### config.mk
export PLATFORM = sky130hd
export DESIGN_NAME = long_addr_seq
export DESIGN_NICKNAME = d
export VERILOG_FILES = /design/src/rtl/lseq_pkg.sv /design/src/rtl/lseq_decode.sv /design/src/rtl/lseq_ctrl.sv /design/src/rtl/lseq_dpath.sv /design/src/rtl/long_addr_seq.sv
export SDC_FILE = /design/constraint.sdc
export NUM_CORES = 1
export LEC_CHECK = 0
export ABC_AREA = 1
export BUFFER_PORTS_ARGS = -buffer_cell sky130_fd_sc_hd__buf_4
export CAP_MARGIN = 0
export CORE_ASPECT_RATIO = 0.6
export CORE_MARGIN = 2
export CORE_UTILIZATION = 37
export DETAILED_ROUTE_END_ITERATION = 8
export SYNTH_ARGS = -nofsm -noshare
export SYNTH_HDL_FRONTEND = slang
export SYNTH_SLANG_ARGS = --single-unit
### constraint.sdc
create_clock -name clk_i -period 3.88 [get_ports clk_i]
set_clock_uncertainty 0.05 [all_clocks]
set_input_delay 0.776 -clock clk_i [delete_from_list [all_inputs] [get_ports clk_i]]
set_output_delay 0.776 -clock clk_i [all_outputs]
set_load 0.01 [all_outputs]
### src/rtl/lseq_pkg.sv
package lseq_pkg;
  localparam int BYTE_W    = 8;
  localparam int N_ALU     = 8;
  localparam int ALU_IDX_W = $clog2(N_ALU);
  localparam logic [7:0] OPC_JUMP  = 8'h5C;
  localparam logic [7:0] OPC_STORE = 8'h8F;

  typedef enum logic [2:0] {
    S_IDLE, S_OPL, S_OPH, S_OPB, S_ADDR, S_PERF, S_DLO, S_DHI
  } state_e;

  typedef enum logic [1:0] {K_NONE, K_READ, K_WRITE, K_JUMP} kind_e;
endpackage

### src/rtl/lseq_decode.sv
module lseq_decode
  import lseq_pkg::*;
(
  input  logic [7:0] opcode_i,
  output kind_e      kind_o
);
  logic [N_ALU-1:0] alu_hit;

  // ALU long-mode opcodes: low nibble F, bit 4 clear, one per upper index
  for (genvar i = 0; i < N_ALU; i++) begin : g_alu
    assign alu_hit[i] = (opcode_i == {ALU_IDX_W'(i), 1'b0, 4'hF});
  end

  always_comb begin
    if (opcode_i == OPC_JUMP)       kind_o = K_JUMP;
    else if (opcode_i == OPC_STORE) kind_o = K_WRITE;
    else if (|alu_hit)              kind_o = K_READ;
    else                            kind_o = K_NONE;
  end
endmodule

### src/rtl/lseq_ctrl.sv
module lseq_ctrl
  import lseq_pkg::*;
(
  input  logic   clk_i,
  input  logic   rst_ni,
  input  logic   start_i,
  input  kind_e  kind_i,
  input  logic   m8_i,
  output state_e state_o,
  output kind_e  kind_o,
  output logic   wide_o,
  output logic   accept_o,
  output logic   err_o,
  output logic   done_o,
  output logic   perf_o,
  output logic   bus_valid_o,
  output logic   bus_we_o
);
  state_e state_q, state_d;
  kind_e  kind_q;
  logic   wide_q, err_q;
  logic   idle;

  assign idle     = (state_q == S_IDLE);
  assign accept_o = start_i && idle && (kind_i != K_NONE);

  always_comb begin
    state_d = state_q;
    unique case (state_q)
      S_IDLE: if (accept_o) state_d = S_OPL;
      S_OPL:  state_d = S_OPH;
      S_OPH:  state_d = S_OPB;
      S_OPB:  state_d = S_ADDR;
      S_ADDR: begin
        if (kind_q == K_READ) state_d = wide_q ? S_DLO : S_DHI;
        else                  state_d = S_PERF;
      end
      S_PERF: begin
        if (kind_q == K_WRITE) state_d = wide_q ? S_DLO : S_DHI;
        else                   state_d = S_IDLE;
      end
      S_DLO:  state_d = S_DHI;
      S_DHI:  state_d = (kind_q == K_WRITE) ? S_IDLE : S_PERF;
      default: state_d = S_IDLE;
    endcase
  end

  always_ff @(posedge clk_i or negedge rst_ni) begin
    if (!rst_ni) begin
      state_q <= S_IDLE;
      kind_q  <= K_NONE;
      wide_q  <= 1'b0;
      err_q   <= 1'b0;
    end else begin
      state_q <= state_d;
      err_q   <= start_i && idle && (kind_i == K_NONE);
      if (accept_o) begin
        kind_q <= kind_i;
        wide_q <= !m8_i;
      end
    end
  end

  assign state_o     = state_q;
  assign kind_o      = kind_q;
  assign wide_o      = wide_q;
  assign err_o       = err_q;
  assign perf_o      = (state_q == S_PERF);
  assign bus_valid_o = state_q inside {S_OPL, S_OPH, S_OPB, S_DLO, S_DHI};
  assign bus_we_o    = (kind_q == K_WRITE) && (state_q inside {S_DLO, S_DHI});
  assign done_o      = ((state_q == S_PERF) && (kind_q != K_WRITE)) ||
                       ((state_q == S_DHI) && (kind_q == K_WRITE));

  AST_REJECT_QUIET: assert property (@(posedge clk_i) disable iff (!rst_ni)
    err_o |-> (idle && !bus_valid_o && !perf_o && !done_o));
  AST_STORE_AFTER_PERF: assert property (@(posedge clk_i) disable iff (!rst_ni)
    (bus_we_o && ((state_q == S_DLO) || !wide_q)) |-> $past(perf_o));
  AST_LOAD_BEFORE_PERF: assert property (@(posedge clk_i) disable iff (!rst_ni)
    (perf_o && kind_q == K_READ) |-> ($past(state_q) == S_DHI && $past(bus_valid_o)));
  AST_WE_STORE_ONLY: assert property (@(posedge clk_i) disable iff (!rst_ni)
    bus_we_o |-> (kind_q == K_WRITE));
  AST_JUMP_NO_DATA: assert property (@(posedge clk_i) disable iff (!rst_ni)
    (kind_q == K_JUMP && !idle) |-> !(state_q inside {S_DLO, S_DHI}));
  AST_DONE_THEN_IDLE: assert property (@(posedge clk_i) disable iff (!rst_ni)
    done_o |=> (idle && !done_o));
  AST_END_EXCLUSIVE: assert property (@(posedge clk_i) disable iff (!rst_ni)
    $onehot0({done_o, err_o}));
endmodule

### src/rtl/lseq_dpath.sv
module lseq_dpath
  import lseq_pkg::*;
#(
  parameter int BW = BYTE_W
) (
  input  logic            clk_i,
  input  logic            rst_ni,
  input  state_e          state_i,
  input  kind_e           kind_i,
  input  logic            wide_i,
  input  logic            accept_i,
  input  logic [7:0]      opcode_i,
  input  logic [2*BW-1:0] pc_i,
  input  logic [BW-1:0]   pbr_i,
  input  logic [BW-1:0]   rdata_i,
  input  logic [2*BW-1:0] op_result_i,
  output logic [3*BW-1:0] bus_addr_o,
  output logic [BW-1:0]   bus_wdata_o,
  output logic [2*BW-1:0] pc_o,
  output logic [BW-1:0]   pbr_o,
  output logic [7:0]      op_code_o,
  output logic [2*BW-1:0] op_data_o
);
  localparam int PC_W   = 2 * BW;
  localparam int ADDR_W = 3 * BW;
  localparam int BUF_W  = 2 * BW;

  logic [PC_W-1:0]   pc_q;
  logic [BW-1:0]     pbr_q, lo_q, hi_q, bk_q;
  logic [ADDR_W-1:0] ea_q;
  logic [BUF_W-1:0]  buf_q;
  logic [7:0]        opc_q;

  always_ff @(posedge clk_i or negedge rst_ni) begin
    if (!rst_ni) begin
      pc_q  <= '0;
      pbr_q <= '0;
      lo_q  <= '0;
      hi_q  <= '0;
      bk_q  <= '0;
      ea_q  <= '0;
      buf_q <= '0;
      opc_q <= '0;
    end else begin
      if (accept_i) begin
        pc_q  <= pc_i;
        pbr_q <= pbr_i;
        buf_q <= '0;
        opc_q <= opcode_i;
      end
      unique case (state_i)
        S_OPL: begin lo_q <= rdata_i; pc_q <= pc_q + 1'b1; end
        S_OPH: begin hi_q <= rdata_i; pc_q <= pc_q + 1'b1; end
        S_OPB: bk_q <= rdata_i;
        S_ADDR: begin
          ea_q <= {bk_q, hi_q, lo_q};
          if (kind_i == K_JUMP) begin
            pc_q  <= {hi_q, lo_q};
            pbr_q <= bk_q;
          end
        end
        S_PERF: if (kind_i == K_WRITE) buf_q <= op_result_i;
        S_DLO: begin
          if (kind_i == K_READ) buf_q[BW-1:0] <= rdata_i;
          ea_q <= ea_q + 1'b1;  // full-width carry into bank
        end
        S_DHI: begin
          if (kind_i == K_READ) begin
            if (wide_i) buf_q[BUF_W-1:BW] <= rdata_i;
            else        buf_q[BW-1:0]     <= rdata_i;
          end
        end
        default: ;
      endcase
    end
  end

  always_comb begin
    bus_addr_o  = '0;
    bus_wdata_o = '0;
    if (state_i inside {S_OPL, S_OPH, S_OPB}) bus_addr_o = {pbr_q, pc_q};
    if (state_i inside {S_DLO, S_DHI})        bus_addr_o = ea_q;
    if (state_i == S_DLO) bus_wdata_o = buf_q[BW-1:0];
    if (state_i == S_DHI) bus_wdata_o = wide_i ? buf_q[BUF_W-1:BW] : buf_q[BW-1:0];
  end

  assign pc_o      = pc_q;
  assign pbr_o     = pbr_q;
  assign op_code_o = opc_q;
  assign op_data_o = buf_q;

  AST_PC_STEP: assert property (@(posedge clk_i) disable iff (!rst_ni)
    (state_i inside {S_OPL, S_OPH}) |=> (pc_q == PC_W'($past(pc_q) + 1'b1)) && $stable(pbr_q));
  AST_BANK_FETCH_HOLD: assert property (@(posedge clk_i) disable iff (!rst_ni)
    (state_i == S_OPB) |=> $stable(pc_q) && $stable(pbr_q));
  AST_EA_CARRY: assert property (@(posedge clk_i) disable iff (!rst_ni)
    (state_i == S_DLO) |=> (ea_q == ADDR_W'($past(ea_q) + 1'b1)));
  AST_EA_FORM: assert property (@(posedge clk_i) disable iff (!rst_ni)
    (state_i == S_ADDR) |=> (ea_q == {$past(bk_q), $past(hi_q), $past(lo_q)}));
endmodule

### src/rtl/long_addr_seq.sv
module long_addr_seq
  import lseq_pkg::*;
#(
  parameter int BW = BYTE_W
) (
  input  logic            clk_i,
  input  logic            rst_ni,
  input  logic            start_i,
  input  logic [7:0]      opcode_i,
  input  logic            m8_i,
  input  logic [2*BW-1:0] pc_i,
  input  logic [BW-1:0]   pbr_i,
  output logic            bus_valid_o,
  output logic            bus_we_o,
  output logic [3*BW-1:0] bus_addr_o,
  output logic [BW-1:0]   bus_wdata_o,
  input  logic [BW-1:0]   bus_rdata_i,
  output logic            perf_o,
  output logic [7:0]      op_code_o,
  output logic [2*BW-1:0] op_data_o,
  input  logic [2*BW-1:0] op_result_i,
  output logic [2*BW-1:0] pc_o,
  output logic [BW-1:0]   pbr_o,
  output logic            done_o,
  output logic            err_o
);
  kind_e  dec_kind, run_kind;
  state_e state;
  logic   wide, accept;

  lseq_decode u_decode (
    .opcode_i (opcode_i),
    .kind_o   (dec_kind)
  );

  lseq_ctrl u_ctrl (
    .clk_i       (clk_i),
    .rst_ni      (rst_ni),
    .start_i     (start_i),
    .kind_i      (dec_kind),
    .m8_i        (m8_i),
    .state_o     (state),
    .kind_o      (run_kind),
    .wide_o      (wide),
    .accept_o    (accept),
    .err_o       (err_o),
    .done_o      (done_o),
    .perf_o      (perf_o),
    .bus_valid_o (bus_valid_o),
    .bus_we_o    (bus_we_o)
  );

  lseq_dpath #(.BW(BW)) u_dpath (
    .clk_i       (clk_i),
    .rst_ni      (rst_ni),
    .state_i     (state),
    .kind_i      (run_kind),
    .wide_i      (wide),
    .accept_i    (accept),
    .opcode_i    (opcode_i),
    .pc_i        (pc_i),
    .pbr_i       (pbr_i),
    .rdata_i     (bus_rdata_i),
    .op_result_i (op_result_i),
    .bus_addr_o  (bus_addr_o),
    .bus_wdata_o (bus_wdata_o),
    .pc_o        (pc_o),
    .pbr_o       (pbr_o),
    .op_code_o   (op_code_o),
    .op_data_o   (op_data_o)
  );
endmodule

==> results of run 1 <==
## cells in the final DEF, fill, tap and decap left out, types with 9 or more instances in the layout
cell type                   instances
sky130_fd_sc_hd__a21oi_1           31
sky130_fd_sc_hd__a22oi_1            9
sky130_fd_sc_hd__buf_4            147
sky130_fd_sc_hd__clkbuf_16          9
sky130_fd_sc_hd__dfrtp_1          103
sky130_fd_sc_hd__inv_1            121
sky130_fd_sc_hd__nand2_1          231
sky130_fd_sc_hd__nand3_1           83
sky130_fd_sc_hd__nand4_1           12
sky130_fd_sc_hd__nor2_1            44
sky130_fd_sc_hd__nor3_1            14
sky130_fd_sc_hd__o211ai_1          20
sky130_fd_sc_hd__o21ai_0          104
sky130_fd_sc_hd__o21ai_1           13
sky130_fd_sc_hd__o22ai_1           22
## cell families (layout without fill, tap and decap cells)
group	after synthesis	count (layout)	synth area share [%]
buf+inv	158	289	10.55
other cells	0	1	0
simple gates	403	403	27.64
xor+xnor	7	7	0.9738
fa+ha+maj	2	2	0.3974
compound gates	213	213	19.50
flops	103	103	40.94
## stage by stage
| stage | utilization [%] | power [uW] | instances |
|---|---|---|---|
| 2_1_floorplan | - | 3848 | 886 |
| 3_3_place_gp | 45.68 | 5210 | 1229 |
| 3_5_place_dp | 45.68 | 5221 | 1229 |
| 4_1_cts | 47.53 | 6197 | 1245 |
| 5_1_grt | 47.53 | 6713 | 1245 |
| 6_report | 47.55 | 6241 | 1246 |
## synth_stat cells, drive strengths merged
cell type / instances
xnor2: 1
inv: 125
nor2: 53
a31oi: 3
o21a: 1
nand4: 12
o21ai: 117
o211ai: 24
a22oi: 9
o2111ai: 1
a21oi: 31
buf: 22
and3: 1
xor2: 6
nor3: 14
nand3: 84
clkbuf: 11
o22ai: 22
dfrtp: 103
or2: 2
nand2: 237
o221ai: 3
a32o: 1
ha: 2
o211a: 1
## layer usage
layer / track usage [%] / up-vias / wire length (um)
met2: 33.09 / 320 / 8853
li1: - / 3198 / -
met3: 7.689 / 24 / 2479
met4: 4.622 / 0 / 228
met1: 42.69 / 3155 / 11780
met5: 0 / - / 0
## worst paths after layout
check                                startpoint                    to  slack, ps  cells past startpoint
setup / recovery              u_ctrl.state_o[2]        bus_wdata_o[3]        720                      5
hold / removal                           rst_ni      u_dpath.pc_o[10]        410                      2
setup reg to reg                u_dpath.ea_q[0]      u_dpath.ea_q[18]       1480                      9
hold reg to reg            u_dpath.op_code_o[2]  u_dpath.op_code_o[2]        430                      1
max in group asynchronous                rst_ni      u_dpath.ea_q[20]       2900                      2
min in group clk_i         u_dpath.op_code_o[2]  u_dpath.op_code_o[2]        430                      1
## where the power goes
part	switching, uW	total (uW)	internal (uW)	leakage, uW
registers	553	2130	1580	0.00128
logic	1940	3130	1190	0.00243
clock network	462	976	514	0.000143
total	2950	6240	3290	0.00386
## sequential cells by signal (all words and copies together), names as in the netlist
name	count
u_dpath.lo_q	8
u_dpath.pbr_o	8
u_dpath.op_code_o	8
u_ctrl.kind_o	2
u_dpath.pc_o	16
u_dpath.hi_q	8
u_dpath.ea_q	24
u_ctrl.state_o	3
u_ctrl.wide_o	1
u_ctrl.err_o	1
u_dpath.bk_q	8
u_dpath.op_data_o	16
## final cells by class
cell class                      instances  area, sq um  area share, %
Antenna cell                            1        2.502        0.03201
Clock buffer                           10        229.0          2.929
Clock inverter                          6        76.32         0.9763
Inverter                              125        469.2          6.002
Multi-Input combinational cell        625         3054          39.07
Sequential cell                       103         2577          32.97
Tap cell                              228        285.3          3.649
Timing Repair Buffer                  148         1124          14.37
==> summary.json, run 1 <==
{
  "rsz0062_at_grt": "false",
  "synth_sequential_area_ratio_pct": 40.94,
  "drt_first_pass_iters": 5,
  "slew_at_the_pin_closest_to_its_max_slew_limit_ps": 1051,
  "largest_net_degree_at_the_start_of_global_routing": 104,
  "worst_ep_required_time_ps": 3050,
  "vias": 6697,
  "start_kind": "register",
  "core_area_sq_um": 16440,
  "final-setup-viol-count": 0,
  "vdd.ir_drop.worst_v": 0.0003523,
  "wire_per_inst_um": 18.73,
  "grt_antenna_before_repair": 1,
  "total_nets_after_synthesis": 948,
  "critical_path.slowest_cell": "sky130_fd_sc_hd__dfrtp_1",
  "first_global_vias": 6106,
  "netlist.top_cell.by_area": "sky130_fd_sc_hd__dfrtp_1",
  "dr_iter_0_viols": 718,
  "clk_pin_slew_ps": 80,
  "final-hold-violation-count": 0,
  "synthDominantCellAreaShare_pct": 40.94,
  "fraction_of_final_layout_cells_sized_beyond_drive_strength_1_pct": 18.58,
  "die_w_um": 172.4,
  "htree_levels": 3,
  "cts_sinks": 103,
  "synth_cell_types": 35,
  "p_leak_uw": 0.003857,
  "holdCritPathClass": "input pin to asynchronous set/reset pin",
  "timing_max_transition_violations_final": 0,
  "pin_count": 145,
  "post_cts_buffers": 0,
  "design.final.nets": 1074,
  "detailed_place_hpwl_mm": 17.72,
  "num_rows": 36,
  "dieArea_sq_um": 18110,
  "synth.top_cells.by_area": "sky130_fd_sc_hd__dfrtp_1 41%, sky130_fd_sc_hd__nand2_1 14%, sky130_fd_sc_hd__o21ai_0 8.3%",
  "syn-instance-count": 886,
  "port_buffers": 144,
  "die_height_um": 105.0,
  "postSynthAreaPerCell_sq_um": 7.106,
  "path_class": "register to primary output",
  "cts_tree": "built",
  "p_per_area_nw_per_um2": 798.4,
  "placement.cell_area_sq_um": 7510,
  "gp_routability_congestion": 0.9440,
  "fillerInstances": 1688,
  "crit_buf_inv": 2,
  "grt_pass1_wl_mm": 35.70,
  "post_drt_via_cell_ratio": 5.375,
  "crit_fanout": 25,
  "count_of_state_elements_after_synthesis": 103,
  "whs_ps": 407.0,
  "period_share_pct": 81.33,
  "post_syn_area_sq_um": 6296,
  "grt_remaining_overflow": 0,
  "status": "completed",
  "drv_cap": 0,
  "floorplan.initialDensity_pct": 38.30,
  "critical_path.cell_chain": "nand2_2, inv_1, nand3_1, o21ai_0, buf_4",
  "finish.instance_area_sq_um": 7818,
  "insertion_delay_ps": 360,
  "worst-endpoint-arrival_ps": 2330,
  "cts_hold_repair.buffers": 0,
  "finalWorstPathRequiredPeriod_ps": 3156,
  "cts_buffers": 9,
  "track_usage_pct": 26.14,
  "relSlewSlack_pct": 29.67,
  "synthToLayoutAreaGrowth_pct": 24.17,
  "post-route-worst-setup-slack_ps": 724.4,
  "detail-route-antenna-nets": 0,
  "setup_slack_after_placement_ps": 1130,
  "fin_tns_setup_ps": 0,
  "cell_class_contributing_the_biggest_share_of_worst_path_delay": "simple AND/OR/NAND/NOR gates",
  "yosysWarnings": 0,
  "worstSetupEndpointType": "primary output",
  "max_freq_mhz": 316.9,
  "routed_wl_mm": 23.34,
  "worst_path_max_stage_delay_ps": 490,
  "clk_root_buffer_cell": "sky130_fd_sc_hd__clkbuf_16",
  "detail_route.drc_violations": 0,
  "post_cts_resize_count": 0,
  "ctsLongestPathBuffers": 2
}
No activity file was read; power rests on OpenSTA's default activity.
==> inputs of run 2 (changes only) <==
Clock period 3.88 ns to 3.2 ns, I/O delays scaled along.
==> summary.json, run 2 (synthesis gave the netlist of run 1 again) <==
{
  "fraction_of_final_layout_cells_sized_beyond_drive_strength_1": {"value": 19.24, "unit": "%", "change": "+0.65 points"},
  "final-setup-viol-count": {"value": 0, "change": "unchanged"},
  "power.internal": {"value": 4017, "unit": "uW", "change": "+22%"},
  "whs": {"value": 136.5, "unit": "ps", "change": "-270.6 ps"},
  "final-hold-violation-count": {"value": 0, "change": "unchanged"},
  "cts_tree": "built",
  "htree_levels": {"value": 3, "change": "unchanged"},
  "timing_max_transition_violations_final": {"value": 0, "change": "unchanged"},
  "worstSetupEndpointType": "primary output",
  "ff2ff_path_depth": {"value": 9, "change": "unchanged"},
  "core_area": {"value": 16440, "unit": "sq um", "change": "unchanged"},
  "detail-route-antenna-nets": {"value": 0, "change": "unchanged"},
  "period_share_pct": 90.00,
  "cts_sinks": {"value": 103, "change": "unchanged"},
  "first_global_vias": {"value": 6061, "change": "-0.74%"},
  "antenna_cells_inserted": {"value": 0, "change": "-1"},
  "status": "completed",
  "clk_root_buffer_cell": "sky130_fd_sc_hd__clkbuf_16",
  "p_per_area": {"value": 966.4, "unit": "nW/um^2", "change": "+21%"},
  "grt_pass1_wl": {"value": 35.58, "unit": "mm", "change": "-0.33%"},
  "finish.instance_area": {"value": 7868, "unit": "sq um", "change": "+0.64%"},
  "drv_cap": {"value": 0, "change": "unchanged"},
  "fillerInstances": {"value": 1679, "change": "-0.53%"},
  "cts_hold_repair.buffers": {"value": 0, "change": "unchanged"},
  "routed_wl": {"value": 23.62, "unit": "mm", "change": "+1.2%"},
  "die_height": {"value": 105.0, "unit": "um", "change": "unchanged"},
  "grt_remaining_overflow": {"value": 0, "change": "unchanged"},
  "holdCritPathClass": "input pin to asynchronous set/reset pin",
  "post_cts_buffers": {"value": 0, "change": "unchanged"},
  "placement.cell_area": {"value": 7562, "unit": "sq um", "change": "+0.70%"},
  "grt_antenna_before_repair": {"value": 1, "change": "unchanged"},
  "dieArea": {"value": 18110, "unit": "sq um", "change": "unchanged"},
  "final_common_cell": "sky130_fd_sc_hd__nand2_1",
  "max_freq_mhz": 347.2,
  "floorplan.initialDensity": {"value": 38.30, "unit": "%", "change": "unchanged"},
  "post_cts_resize_count": {"value": 0, "change": "unchanged"},
  "power.share.sequential": {"value": 33.9, "unit": "%", "change": "-0.3 points"},
  "crit_path_end": "bus_addr_o[15]",
  "p_leak": {"value": 0.003894, "unit": "uW", "change": "+0.95%"},
  "capturing_point_of_the_worst_reg2reg_path": "u_dpath.ea_q[18]",
  "num_rows": {"value": 36, "change": "unchanged"},
  "ctsLongestPathBuffers": {"value": 2, "change": "unchanged"},
  "worst-endpoint-arrival": {"value": 2190, "unit": "ps", "change": "-140 ps"},
  "vias": {"value": 6732, "change": "+0.52%"},
  "top_register": "u_dpath.ea_q",
  "design.final.nets": {"value": 1081, "change": "+0.65%"},
  "port_buffers": {"value": 144, "change": "unchanged"},
  "die_w": {"value": 172.4, "unit": "um", "change": "unchanged"},
  "cts_buffers": {"value": 9, "change": "unchanged"},
  "vdd.ir_drop.worst": {"value": 0.0004360, "unit": "V", "change": "+24%"},
  "start_kind": "register",
  "worstReg2RegStart": "u_dpath.ea_q[0]",
  "dr_iter_0_viols": {"value": 855, "change": "+19%"},
  "combPwrFrac": {"value": 50.6, "unit": "%", "change": "+0.4 points"},
  "crit_fanout": {"value": 17, "change": "-32%"},
  "p_sw": {"value": 3586, "unit": "uW", "change": "+21%"},
  "switching_share": {"value": 47.17, "unit": "%", "change": "-0.16 points"},
  "track_usage": {"value": 25.91, "unit": "%", "change": "-0.23 points"},
  "gp_routability_congestion": {"value": 1.003, "change": "+6.3%"},
  "flip_flop_count_of_the_largest_register_after_layout": {"value": 24, "change": "unchanged"},
  "detail_route.drc_violations": {"value": 0, "change": "unchanged"},
  "final_core_util": {"value": 47.85, "unit": "%", "change": "+0.30 points"},
  "setup.worst_path.start": "u_ctrl.state_o[0]",
  "rsz0062_at_grt": "false",
  "path_class": "register to primary output",
  "relSlewSlack": {"value": 44.12, "unit": "%", "change": "+14 points"},
  "pin_count": {"value": 145, "change": "unchanged"},
  "clk_pin_slew": {"value": 80, "unit": "ps", "change": "about the same"},
  "slew_at_the_pin_closest_to_its_max_slew_limit": {"value": 835.1, "unit": "ps", "change": "-215.9 ps"},
  "most-common-layout-cells": "231 x sky130_fd_sc_hd__nand2_1, 154 x sky130_fd_sc_hd__buf_4, 121 x sky130_fd_sc_hd__inv_1, 104 x sky130_fd_sc_hd__o21ai_0, 103 x sky130_fd_sc_hd__dfrtp_1",
  "wire_per_inst": {"value": 18.87, "unit": "um", "change": "+0.71%"},
  "largest_net_degree_at_the_start_of_global_routing": {"value": 60, "change": "-42%"},
  "insertion_delay": {"value": 350, "unit": "ps", "change": "about the same"},
  "clkPwrFrac": {"value": 15.4, "unit": "%", "change": "-0.2 points"},
  "fin_tns_setup": {"value": 0, "unit": "ps", "change": "unchanged"},
  "finalWorstPathRequiredPeriod_ps": 2880,
  "drt_first_pass_iters": {"value": 5, "change": "unchanged"},
  "post_drt_via_cell_ratio": {"value": 5.377, "change": "about the same"},
  "worst_ep_required_time": {"value": 2510, "unit": "ps", "change": "-540 ps"},
  "post-layout-total-power": {"value": 7603, "unit": "uW", "change": "+22%"},
  "detailed_place_hpwl": {"value": 18.00, "unit": "mm", "change": "+1.6%"},
  "r2r_slack": {"value": 940, "unit": "ps", "change": "-540 ps"},
  "synthToLayoutAreaGrowth_pct": 24.96
}
## run 2: cell types whose count changed in the layout (fill, tap and decap cells not counted)
cell and change:
sky130_fd_sc_hd__buf_4 +7, sky130_fd_sc_hd__clkbuf_1 -1, sky130_fd_sc_hd__clkinv_2 +1, sky130_fd_sc_hd__clkinv_4 +1, sky130_fd_sc_hd__clkinvlp_4 -1, sky130_fd_sc_hd__diode_2 -1
sky130_fd_sc_hd__inv_6 +1, sky130_fd_sc_hd__inv_8 -1
## run 2: per-layer routing
layer | share of wire (%) | track usage [%] | vias to the layer above
met5 | 0.034 | 0 | -
met2 | 38 | 32.31 | 383
li1 | - | - | 3214
met1 | 50 | 42.90 | 3115
met4 | 0.85 | 4.142 | 2
met3 | 12 | 7.576 | 18
## run 2: how the worst min path moves through the flow
stage | endpoint | cells past startpoint | slack, ps
6_report | u_dpath.pc_o[15] | 1 | 140
2_1_floorplan | u_ctrl.err_o | 0 | 290
5_1_grt | u_dpath.pc_o[15] | 1 | 160
3_5_place_dp | u_dpath.op_code_o[2] | 1 | 410
3_3_place_gp | u_dpath.op_code_o[2] | 1 | 400
4_1_cts | u_dpath.pc_o[15] | 1 | 150
## run 2: layout make-up
cell class / instances / area [sq um] / share of cell area, %
clock buffers: 9 / 225.2 / 2.863
clock inverters: 7 / 80.08 / 1.018
inverters: 125 / 469.2 / 5.964
multi-input cells: 625 / 3054 / 38.82
flip-flops and latches: 103 / 2577 / 32.76
well taps: 228 / 285.3 / 3.626
repair buffers: 155 / 1176 / 14.95
## run 2: per-stage QoR
step	worst slack, ps	instances
detailed placement	699.3	1236
global route	66.33	1252
floorplan	1200	886
global placement	756.7	1236
CTS	308.7	1252
finish	319.9	1252
## run 2: critical path, stage by stage (launching register included)
cell and delay [ps]:
sky130_fd_sc_hd__dfrtp_1 590, sky130_fd_sc_hd__nor2_4 110, sky130_fd_sc_hd__nor2_2 310, sky130_fd_sc_hd__inv_1 380, sky130_fd_sc_hd__o22ai_1 280, sky130_fd_sc_hd__buf_4 160
## run 2: power groups by stage
stage | clock network (uW) | logic (uW) | registers [uW]
after global placement | 0 | 3790 | 2570
after global routing | 1240 | 4260 | 2650
after floorplan | 0 | 2190 | 2470
after detailed placement | 0 | 3810 | 2560
after CTS | 1190 | 3820 | 2550
final | 1170 | 3850 | 2580
